<file path="config.mk">
export PLATFORM = sky130hd
export DESIGN_NAME = task_dep_unit
export DESIGN_NICKNAME = d
export VERILOG_FILES = /design/src/rtl/tdu_pkg.sv /design/src/rtl/tdu_hash.sv /design/src/rtl/tdu_ready_fifo.sv /design/src/rtl/task_dep_unit.sv
export SDC_FILE = /design/constraint.sdc
export NUM_CORES = 2
export LEC_CHECK = 0
export ABC_AREA = 1
export BUFFER_PORTS_ARGS = -buffer_cell sky130_fd_sc_hd__buf_4
export CAP_MARGIN = 20
export CELL_PAD_IN_SITES_DETAIL_PLACEMENT = 1
export CELL_PAD_IN_SITES_GLOBAL_PLACEMENT = 1
export CORE_MARGIN = 10
export CORE_UTILIZATION = 25
export CTS_CLUSTER_SIZE = 16
export DETAILED_ROUTE_END_ITERATION = 16
export PLACE_DENSITY_LB_ADDON = 0.1
export SETUP_SLACK_MARGIN = 0.1
export SYNTH_ARGS = -nofsm -noshare
export SYNTH_HDL_FRONTEND = slang
export SYNTH_SLANG_ARGS = --single-unit
</file>
<file path="constraint.sdc">
create_clock -name clk_i -period 15.7 [get_ports clk_i]
set_input_delay 3.14 -clock clk_i [delete_from_list [all_inputs] [get_ports clk_i]]
set_output_delay 3.14 -clock clk_i [all_outputs]
set_load 0.01 [all_outputs]
</file>
<file path="src/rtl/tdu_pkg.sv">
package tdu_pkg;
  typedef enum logic [1:0] {TS_FREE, TS_FILL, TS_WAIT, TS_RUN} task_st_e;
  typedef enum logic [1:0] {A_IDLE, A_CLAIM, A_OP, A_DONE} add_st_e;
  typedef enum logic [1:0] {F_IDLE, F_OP, F_WALK, F_DEL} fin_st_e;
endpackage

</file>
<file path="src/rtl/tdu_hash.sv">
module tdu_hash #(
  parameter int AW     = 16,
  parameter int SLOT_W = 3
) (
  input  logic [AW-1:0]     addr_i,
  output logic [SLOT_W-1:0] slot_o
);
  always_comb begin
    slot_o = '0;
    for (int i = 0; i < AW; i++) slot_o[i % SLOT_W] = slot_o[i % SLOT_W] ^ addr_i[i];
  end
endmodule

</file>
<file path="src/rtl/tdu_ready_fifo.sv">
module tdu_ready_fifo #(
  parameter int W     = 4,
  parameter int DEPTH = 4
) (
  input  logic         clk_i,
  input  logic         rst_ni,
  input  logic         push_i,
  input  logic [W-1:0] din_i,
  output logic         full_o,
  input  logic         pop_i,
  output logic         valid_o,
  output logic [W-1:0] dout_o
);
  localparam int PW = (DEPTH > 1) ? $clog2(DEPTH) : 1;
  localparam int CW = $clog2(DEPTH + 1);
  localparam logic [PW-1:0] LAST = PW'(DEPTH - 1);
  localparam logic [CW-1:0] FULL = CW'(DEPTH);

  logic [W-1:0]  mem [DEPTH];
  logic [PW-1:0] wp, rp;
  logic [CW-1:0] cnt;
  logic          do_push, do_pop;

  assign full_o  = (cnt == FULL);
  assign valid_o = (cnt != '0);
  assign dout_o  = mem[rp];
  assign do_push = push_i && !full_o;
  assign do_pop  = pop_i && valid_o;

  always_ff @(posedge clk_i or negedge rst_ni) begin
    if (!rst_ni) begin
      wp  <= '0;
      rp  <= '0;
      cnt <= '0;
      for (int i = 0; i < DEPTH; i++) mem[i] <= '0;
    end else begin
      if (do_push) begin
        mem[wp] <= din_i;
        wp      <= (wp == LAST) ? '0 : wp + 1'b1;
      end
      if (do_pop) rp <= (rp == LAST) ? '0 : rp + 1'b1;
      case ({do_push, do_pop})
        2'b10:   cnt <= cnt + 1'b1;
        2'b01:   cnt <= cnt - 1'b1;
        default: cnt <= cnt;
      endcase
    end
  end
endmodule

</file>
<file path="src/rtl/task_dep_unit.sv">
module task_dep_unit
  import tdu_pkg::*;
#(
  parameter int ID_W   = 4,
  parameter int NOPS   = 4,
  parameter int AW     = 16,
  parameter int SLOT_W = 3,
  parameter int LIST_D = 8,
  parameter int RQ_D   = 4
) (
  input  logic               clk_i,
  input  logic               rst_ni,
  input  logic               add_valid_i,
  output logic               add_ready_o,
  input  logic [ID_W-1:0]    add_id_i,
  input  logic [NOPS-1:0]    add_use_i,
  input  logic [NOPS-1:0]    add_wr_i,
  input  logic [NOPS*AW-1:0] add_addr_i,
  input  logic               fin_valid_i,
  output logic               fin_ready_o,
  input  logic [ID_W-1:0]    fin_id_i,
  output logic               rdy_valid_o,
  input  logic               rdy_ready_i,
  output logic [ID_W-1:0]    rdy_id_o
);
  localparam int NT  = 1 << ID_W;
  localparam int NS  = 1 << SLOT_W;
  localparam int LW  = $clog2(LIST_D + 1);
  localparam int PW  = $clog2(LIST_D);
  localparam int CW  = $clog2(NOPS * LIST_D + 1);
  localparam int OW  = $clog2(NOPS + 1);
  localparam int OPW = (NOPS > 1) ? $clog2(NOPS) : 1;
  localparam logic [OW-1:0] OP_END   = OW'(NOPS);
  localparam logic [LW-1:0] FULL_LEN = LW'(LIST_D);

  // task table
  task_st_e          t_st   [NT];
  logic [CW-1:0]     t_cnt  [NT];
  logic [NOPS-1:0]   t_use  [NT];
  logic [SLOT_W-1:0] t_slot [NT][NOPS];

  // slot table: resident address and ordered subscriber list
  logic [AW-1:0]     s_addr [NS];
  logic [LW-1:0]     s_len  [NS];
  logic [ID_W-1:0]   s_id   [NS][LIST_D];
  logic              s_wr   [NS][LIST_D];

  // add path
  add_st_e           a_state;
  logic [ID_W-1:0]   a_id;
  logic [NOPS-1:0]   a_use, a_wr;
  logic [AW-1:0]     a_addr [NOPS];
  logic [OW-1:0]     a_op;
  logic [OPW-1:0]    a_ix;
  logic [AW-1:0]     cur_addr;
  logic [SLOT_W-1:0] cur_slot;
  logic [LW-1:0]     cur_len;
  logic              sc_wr_seen, a_can, add_go, a_push;
  logic [CW-1:0]     sc_rd_n, a_deps;

  // finish path
  fin_st_e           f_state;
  logic [ID_W-1:0]   f_id;
  logic [OW-1:0]     f_op;
  logic [OPW-1:0]    f_ix;
  logic [PW-1:0]     f_pos, f_fnd;
  logic [LW-1:0]     f_p, f_len;
  logic              f_wr, f_seen, f_in, e_wr;
  logic [SLOT_W-1:0] f_slot;
  logic [ID_W-1:0]   e_id;
  logic [CW-1:0]     f_nc;
  logic              f_dec, f_push_want, f_hold, f_push;

  // ready queue
  logic              rq_full, rq_push;
  logic [ID_W-1:0]   rq_din;

  assign add_ready_o = (a_state == A_IDLE);
  assign fin_ready_o = (f_state == F_IDLE);
  assign add_go      = (f_state == F_IDLE) && !fin_valid_i;

  assign a_ix     = a_op[OPW-1:0];
  assign cur_addr = a_addr[a_ix];

  tdu_hash #(.AW(AW), .SLOT_W(SLOT_W)) i_hash (
    .addr_i (cur_addr),
    .slot_o (cur_slot)
  );

  assign cur_len = s_len[cur_slot];

  // scan the target list: newest writer present, readers queued after it
  always_comb begin
    sc_wr_seen = 1'b0;
    sc_rd_n    = '0;
    for (int p = 0; p < LIST_D; p++) begin
      if (LW'(p) < cur_len) begin
        if (s_wr[cur_slot][p]) begin
          sc_wr_seen = 1'b1;
          sc_rd_n    = '0;
        end else begin
          sc_rd_n = sc_rd_n + 1'b1;
        end
      end
    end
    if (!a_wr[a_ix])        a_deps = sc_wr_seen ? CW'(1) : '0;
    else if (sc_rd_n != '0) a_deps = sc_rd_n;
    else                    a_deps = sc_wr_seen ? CW'(1) : '0;
  end

  assign a_can  = !((cur_len != '0) && (s_addr[cur_slot] != cur_addr)) && (cur_len != FULL_LEN);
  assign a_push = (a_state == A_DONE) && add_go && (t_cnt[a_id] == '0) && !rq_full;

  assign f_ix   = f_op[OPW-1:0];
  assign f_slot = t_slot[f_id][f_ix];
  assign f_len  = s_len[f_slot];

  always_comb begin
    f_fnd = '0;
    for (int p = 0; p < LIST_D; p++)
      if ((LW'(p) < f_len) && (s_id[f_slot][p] == f_id)) f_fnd = PW'(p);
  end

  assign f_in  = (f_p < f_len);
  assign e_id  = s_id[f_slot][f_p[PW-1:0]];
  assign e_wr  = s_wr[f_slot][f_p[PW-1:0]];
  // finished writer releases following readers, or the next writer if none; reader releases next writer
  assign f_dec = (f_state == F_WALK) && f_in && (f_wr ? (!e_wr || !f_seen) : e_wr);
  assign f_nc  = t_cnt[e_id] - 1'b1;
  assign f_push_want = f_dec && (f_nc == '0) && (t_st[e_id] == TS_WAIT);
  assign f_hold = f_push_want && rq_full;
  assign f_push = f_push_want && !rq_full;

  assign rq_push = a_push || f_push;
  assign rq_din  = a_push ? a_id : e_id;

  tdu_ready_fifo #(.W(ID_W), .DEPTH(RQ_D)) i_rq (
    .clk_i   (clk_i),
    .rst_ni  (rst_ni),
    .push_i  (rq_push),
    .din_i   (rq_din),
    .full_o  (rq_full),
    .pop_i   (rdy_ready_i),
    .valid_o (rdy_valid_o),
    .dout_o  (rdy_id_o)
  );

  always_ff @(posedge clk_i or negedge rst_ni) begin
    if (!rst_ni) begin
      a_state <= A_IDLE;
      a_id    <= '0;
      a_use   <= '0;
      a_wr    <= '0;
      a_op    <= '0;
      f_state <= F_IDLE;
      f_id    <= '0;
      f_op    <= '0;
      f_pos   <= '0;
      f_p     <= '0;
      f_wr    <= 1'b0;
      f_seen  <= 1'b0;
      for (int k = 0; k < NOPS; k++) a_addr[k] <= '0;
      for (int i = 0; i < NT; i++) begin
        t_st[i]  <= TS_FREE;
        t_cnt[i] <= '0;
        t_use[i] <= '0;
        for (int k = 0; k < NOPS; k++) t_slot[i][k] <= '0;
      end
      for (int s = 0; s < NS; s++) begin
        s_addr[s] <= '0;
        s_len[s]  <= '0;
        for (int p = 0; p < LIST_D; p++) begin
          s_id[s][p] <= '0;
          s_wr[s][p] <= 1'b0;
        end
      end
    end else begin
      // ---------------- add path ----------------
      case (a_state)
        A_IDLE: if (add_valid_i) begin
          a_id  <= add_id_i;
          a_use <= add_use_i;
          a_wr  <= add_wr_i;
          for (int k = 0; k < NOPS; k++) a_addr[k] <= add_addr_i[k*AW +: AW];
          a_state <= A_CLAIM;
        end
        A_CLAIM: if (add_go && (t_st[a_id] == TS_FREE)) begin
          t_st[a_id]  <= TS_FILL;
          t_cnt[a_id] <= '0;
          t_use[a_id] <= a_use;
          a_op        <= '0;
          a_state     <= A_OP;
        end
        A_OP: if (add_go) begin
          if (a_op == OP_END) begin
            a_state <= A_DONE;
          end else if (!a_use[a_ix]) begin
            a_op <= a_op + 1'b1;
          end else if (a_can) begin
            s_id[cur_slot][cur_len[PW-1:0]] <= a_id;
            s_wr[cur_slot][cur_len[PW-1:0]] <= a_wr[a_ix];
            s_len[cur_slot]     <= cur_len + 1'b1;
            s_addr[cur_slot]    <= cur_addr;
            t_cnt[a_id]         <= t_cnt[a_id] + a_deps;
            t_slot[a_id][a_ix]  <= cur_slot;
            a_op                <= a_op + 1'b1;
          end
        end
        A_DONE: if (add_go) begin
          if (t_cnt[a_id] != '0) begin
            t_st[a_id] <= TS_WAIT;
            a_state    <= A_IDLE;
          end else if (a_push) begin
            t_st[a_id] <= TS_RUN;
            a_state    <= A_IDLE;
          end
        end
        default: a_state <= A_IDLE;
      endcase

      // ---------------- finish path ----------------
      case (f_state)
        F_IDLE: if (fin_valid_i) begin
          f_id    <= fin_id_i;
          f_op    <= '0;
          f_state <= F_OP;
        end
        F_OP: begin
          if (f_op == OP_END) begin
            t_st[f_id] <= TS_FREE;
            f_state    <= F_IDLE;
          end else if (!t_use[f_id][f_ix]) begin
            f_op <= f_op + 1'b1;
          end else begin
            f_pos   <= f_fnd;
            f_wr    <= s_wr[f_slot][f_fnd];
            f_p     <= LW'(f_fnd) + 1'b1;
            f_seen  <= 1'b0;
            f_state <= F_WALK;
          end
        end
        F_WALK: if (!f_in) begin
          f_state <= F_DEL;
        end else if (!f_hold) begin
          if (f_dec) t_cnt[e_id] <= f_nc;
          if (f_push) t_st[e_id] <= TS_RUN;
          if (!e_wr) f_seen <= 1'b1;
          if (e_wr) f_state <= F_DEL;
          else      f_p <= f_p + 1'b1;
        end
        F_DEL: begin
          for (int p = 0; p < LIST_D - 1; p++) begin
            if (PW'(p) >= f_pos) begin
              s_id[f_slot][p] <= s_id[f_slot][p+1];
              s_wr[f_slot][p] <= s_wr[f_slot][p+1];
            end
          end
          s_len[f_slot] <= f_len - 1'b1;
          f_op    <= f_op + 1'b1;
          f_state <= F_OP;
        end
        default: f_state <= F_IDLE;
      endcase
    end
  end
endmodule

</file>
==> run metrics <==
largest area contributor in the netlist=dfrtp_1; WS Path Type=flip-flop to flip-flop; 1st-iter DRT viols=4373; vias in the first global route=57900; final core occ=0.288; distinct cell type count after synthesis=62; Setup TNS Final=0 ns; Std-Cell Rows=174; nets@finish=7905; GRT overflow=0; Worst-Skew Late Latency=0.80 ns; Reg-to-Reg Start=a_op[1]; placed cell count=10600; Slew HR=0.192; share of layout cells above drive strength 1=0.0788; fin crit share=0.741; Pre-Repair DR Iteration Count=8; largest cells by area after synthesis=dfrtp_1 (44%), nand2_1 (17%), o21ai_0 (7.2%), a21oi_1 (4.9%), inv_1 (3.5%); Post-CTS Setup Inserts=0; gpl congestion=0.897; hold wc startpoint=a_op[2]; cts repair resizes=0; status=finished clean; Async S/R FF share, synth=1.00; worst setup path start=a_op[1]; sequential fraction of the synthesis area=0.435; Critical Path Source Type=flip-flop; Max stage delay on crit path=0.93 ns; I/O pin cnt=92; Final setup viols=0; DR WL/cell=26.5 um; first-pass GRT wire length=422 mm; Root Buffer=clkbuf_16; max frequency=0.0859 GHz; CP dominant cell by count=nand2_1; critical path endpoint category=flip-flop; Synth Area per Inst=7.29 um^2; Detail Placement HPWL=200 mm; Starting Density=0.252; Layout Area Growth over Synthesis=14.6%; endpoints failing hold=0; largest net degree at the start of global routing=168; RR Endpoint=t_cnt[62]; EDFF count, synth=0; net count after synthesis=7909; HP Class=flip-flop to flip-flop; cts hold-fix bufs=0; Yosys reg bits=986; yosys warns=0; H-tree depth=4; die area=246000 um^2; Worst Skew=0.0338 ns; initial antenna violation count=5; flop2flop setup slack=4.06 ns; Worst Path Arrival=12.35 ns; die height=496 um; Final ANT Viol Nets=0; die width=496 um; Sink Count=986; Cell Area, Synth=56700 um^2; Synth Instances=7780; Period minus WS final=11.64 ns; GRT Total Usage=0.229; Crit-path slowest cell=dfrtp_1; hold worst-path end=a_op[2]; Yosys top cell area share=0.435; clk slew on worst S/H paths=0.06 ns; fin. max-slew vios=0; worst-margin pin slew=1.21 ns; Req. time, crit path=16.41 ns; PortBufs=91; most common cell in the netlist=nand2_1; CP Max Fanout=68; MaxCap Viol Count=0; Hold Crit Depth=1; maximum buffer depth of the clock tree=3; Hold Slack=0.476 ns; Synth top cells by count=nand2_1 (2634), dfrtp_1 (986), o21ai_0 (817), a21oi_1 (558), inv_1 (534); DRC Markers=0; via/cell ratio=5.19; CTS tree=built; WL final=288 mm; RSZ-0062 raised after global routing=no; Most used DFF post-synth=dfrtp_1; core area=225000 um^2; Non-Filler Instances=10900; vias=56400; depth of the most critical reg-to-reg path=52; total CTS buffers=134
[critical path, delay by kind of cell (launching register included)]
family                     cells  cell delay (ns)
and+or+nand+nor               33             4.78
xor gates and xnor gates       1             0.55
AOI/OAI and AO/OA              3             0.51
buffers and inverters          7             2.37
DFF                            1             0.93
adders and majority gates      8             2.33
[routing by layer]
| layer | vias up | share of wire | global-route usage |
|---|---|---|---|
| met5 | - | 0.000042 | 0 |
| met1 | 28700 | 0.47 | 0.318 |
| met2 | 1267 | 0.46 | 0.375 |
| met4 | 2 | 0.029 | 0.0643 |
| li1 | 26000 | - | - |
| met3 | 367 | 0.037 | 0.0243 |
[stage by stage]
step | area, um^2 | worst slack, ns
final | 65000 | 4.06
after floorplan | 56700 | 7.79
after CTS | 65000 | 3.95
after global placement | 60400 | 4.26
after global routing | 65000 | 3.16
after detailed placement | 60400 | 4.06
[worst max-delay path by stage]
stage                endpoint  slack [ns]  cells after the start
floorplan           t_cnt[77]        7.79                     67
global placement    t_cnt[20]        4.26                     52
detailed placement  t_cnt[70]        4.06                     56
CTS                 t_cnt[70]        3.95                     56
global route        t_cnt[70]        3.16                     56
finish              t_cnt[62]        4.06                     52
[sequential cells by signal, summed over array words and instances (netlist names), 4 cells and up]
register and flops:
a_id 4, a_addr 64, f_p 4, s_wr 64, s_len 32, t_cnt 96
f_id 4, s_addr 128, t_slot 192, t_st 32, a_use 4, i_rq.mem 16
s_id 256, t_use 64, a_wr 4
[layout make-up]
class,count,area (um^2)
well taps,2992,3740
clock buffers,198,3920
multi-input cells,5839,28100
diodes,3,7.51
clock inverters,40,624
fillers,27400,160000
flip-flops and latches,986,24700
inverters,589,2220
repair buffers,226,1740
[kinds of logic after synthesis]
logic type	after synthesis	synth area share
compound gates	2148	0.215
fa+ha+maj	44	0.00997
simple gates	3559	0.253
flops	986	0.435
xor+xnor	31	0.00479
buf+inv	955	0.0712
mux	57	0.0113
[layout by cell type, fill, tap and decap left out, drive strengths merged, types with 17 or more instances in the layout]
cell    netlist  layout
nand2      2653    2653
dfrtp       986     986
o21ai       981     981
inv         571     574
a21oi       558     558
nor2        556     556
nand3       248     248
buf         190     226
clkbuf      176     198
a22oi       182     182
o22ai       141     141
a211oi      106     106
o211ai       90      90
mux2         54      54
clkinv       18      43
ha           42      42
nand4        39      39
nor3         35      35
xor2         28      28
a32oi        27      27
a221oi       17      17
Power is not shown: default switching activity piles up to over one toggle a cycle in this logic, so the estimate is an artifact.
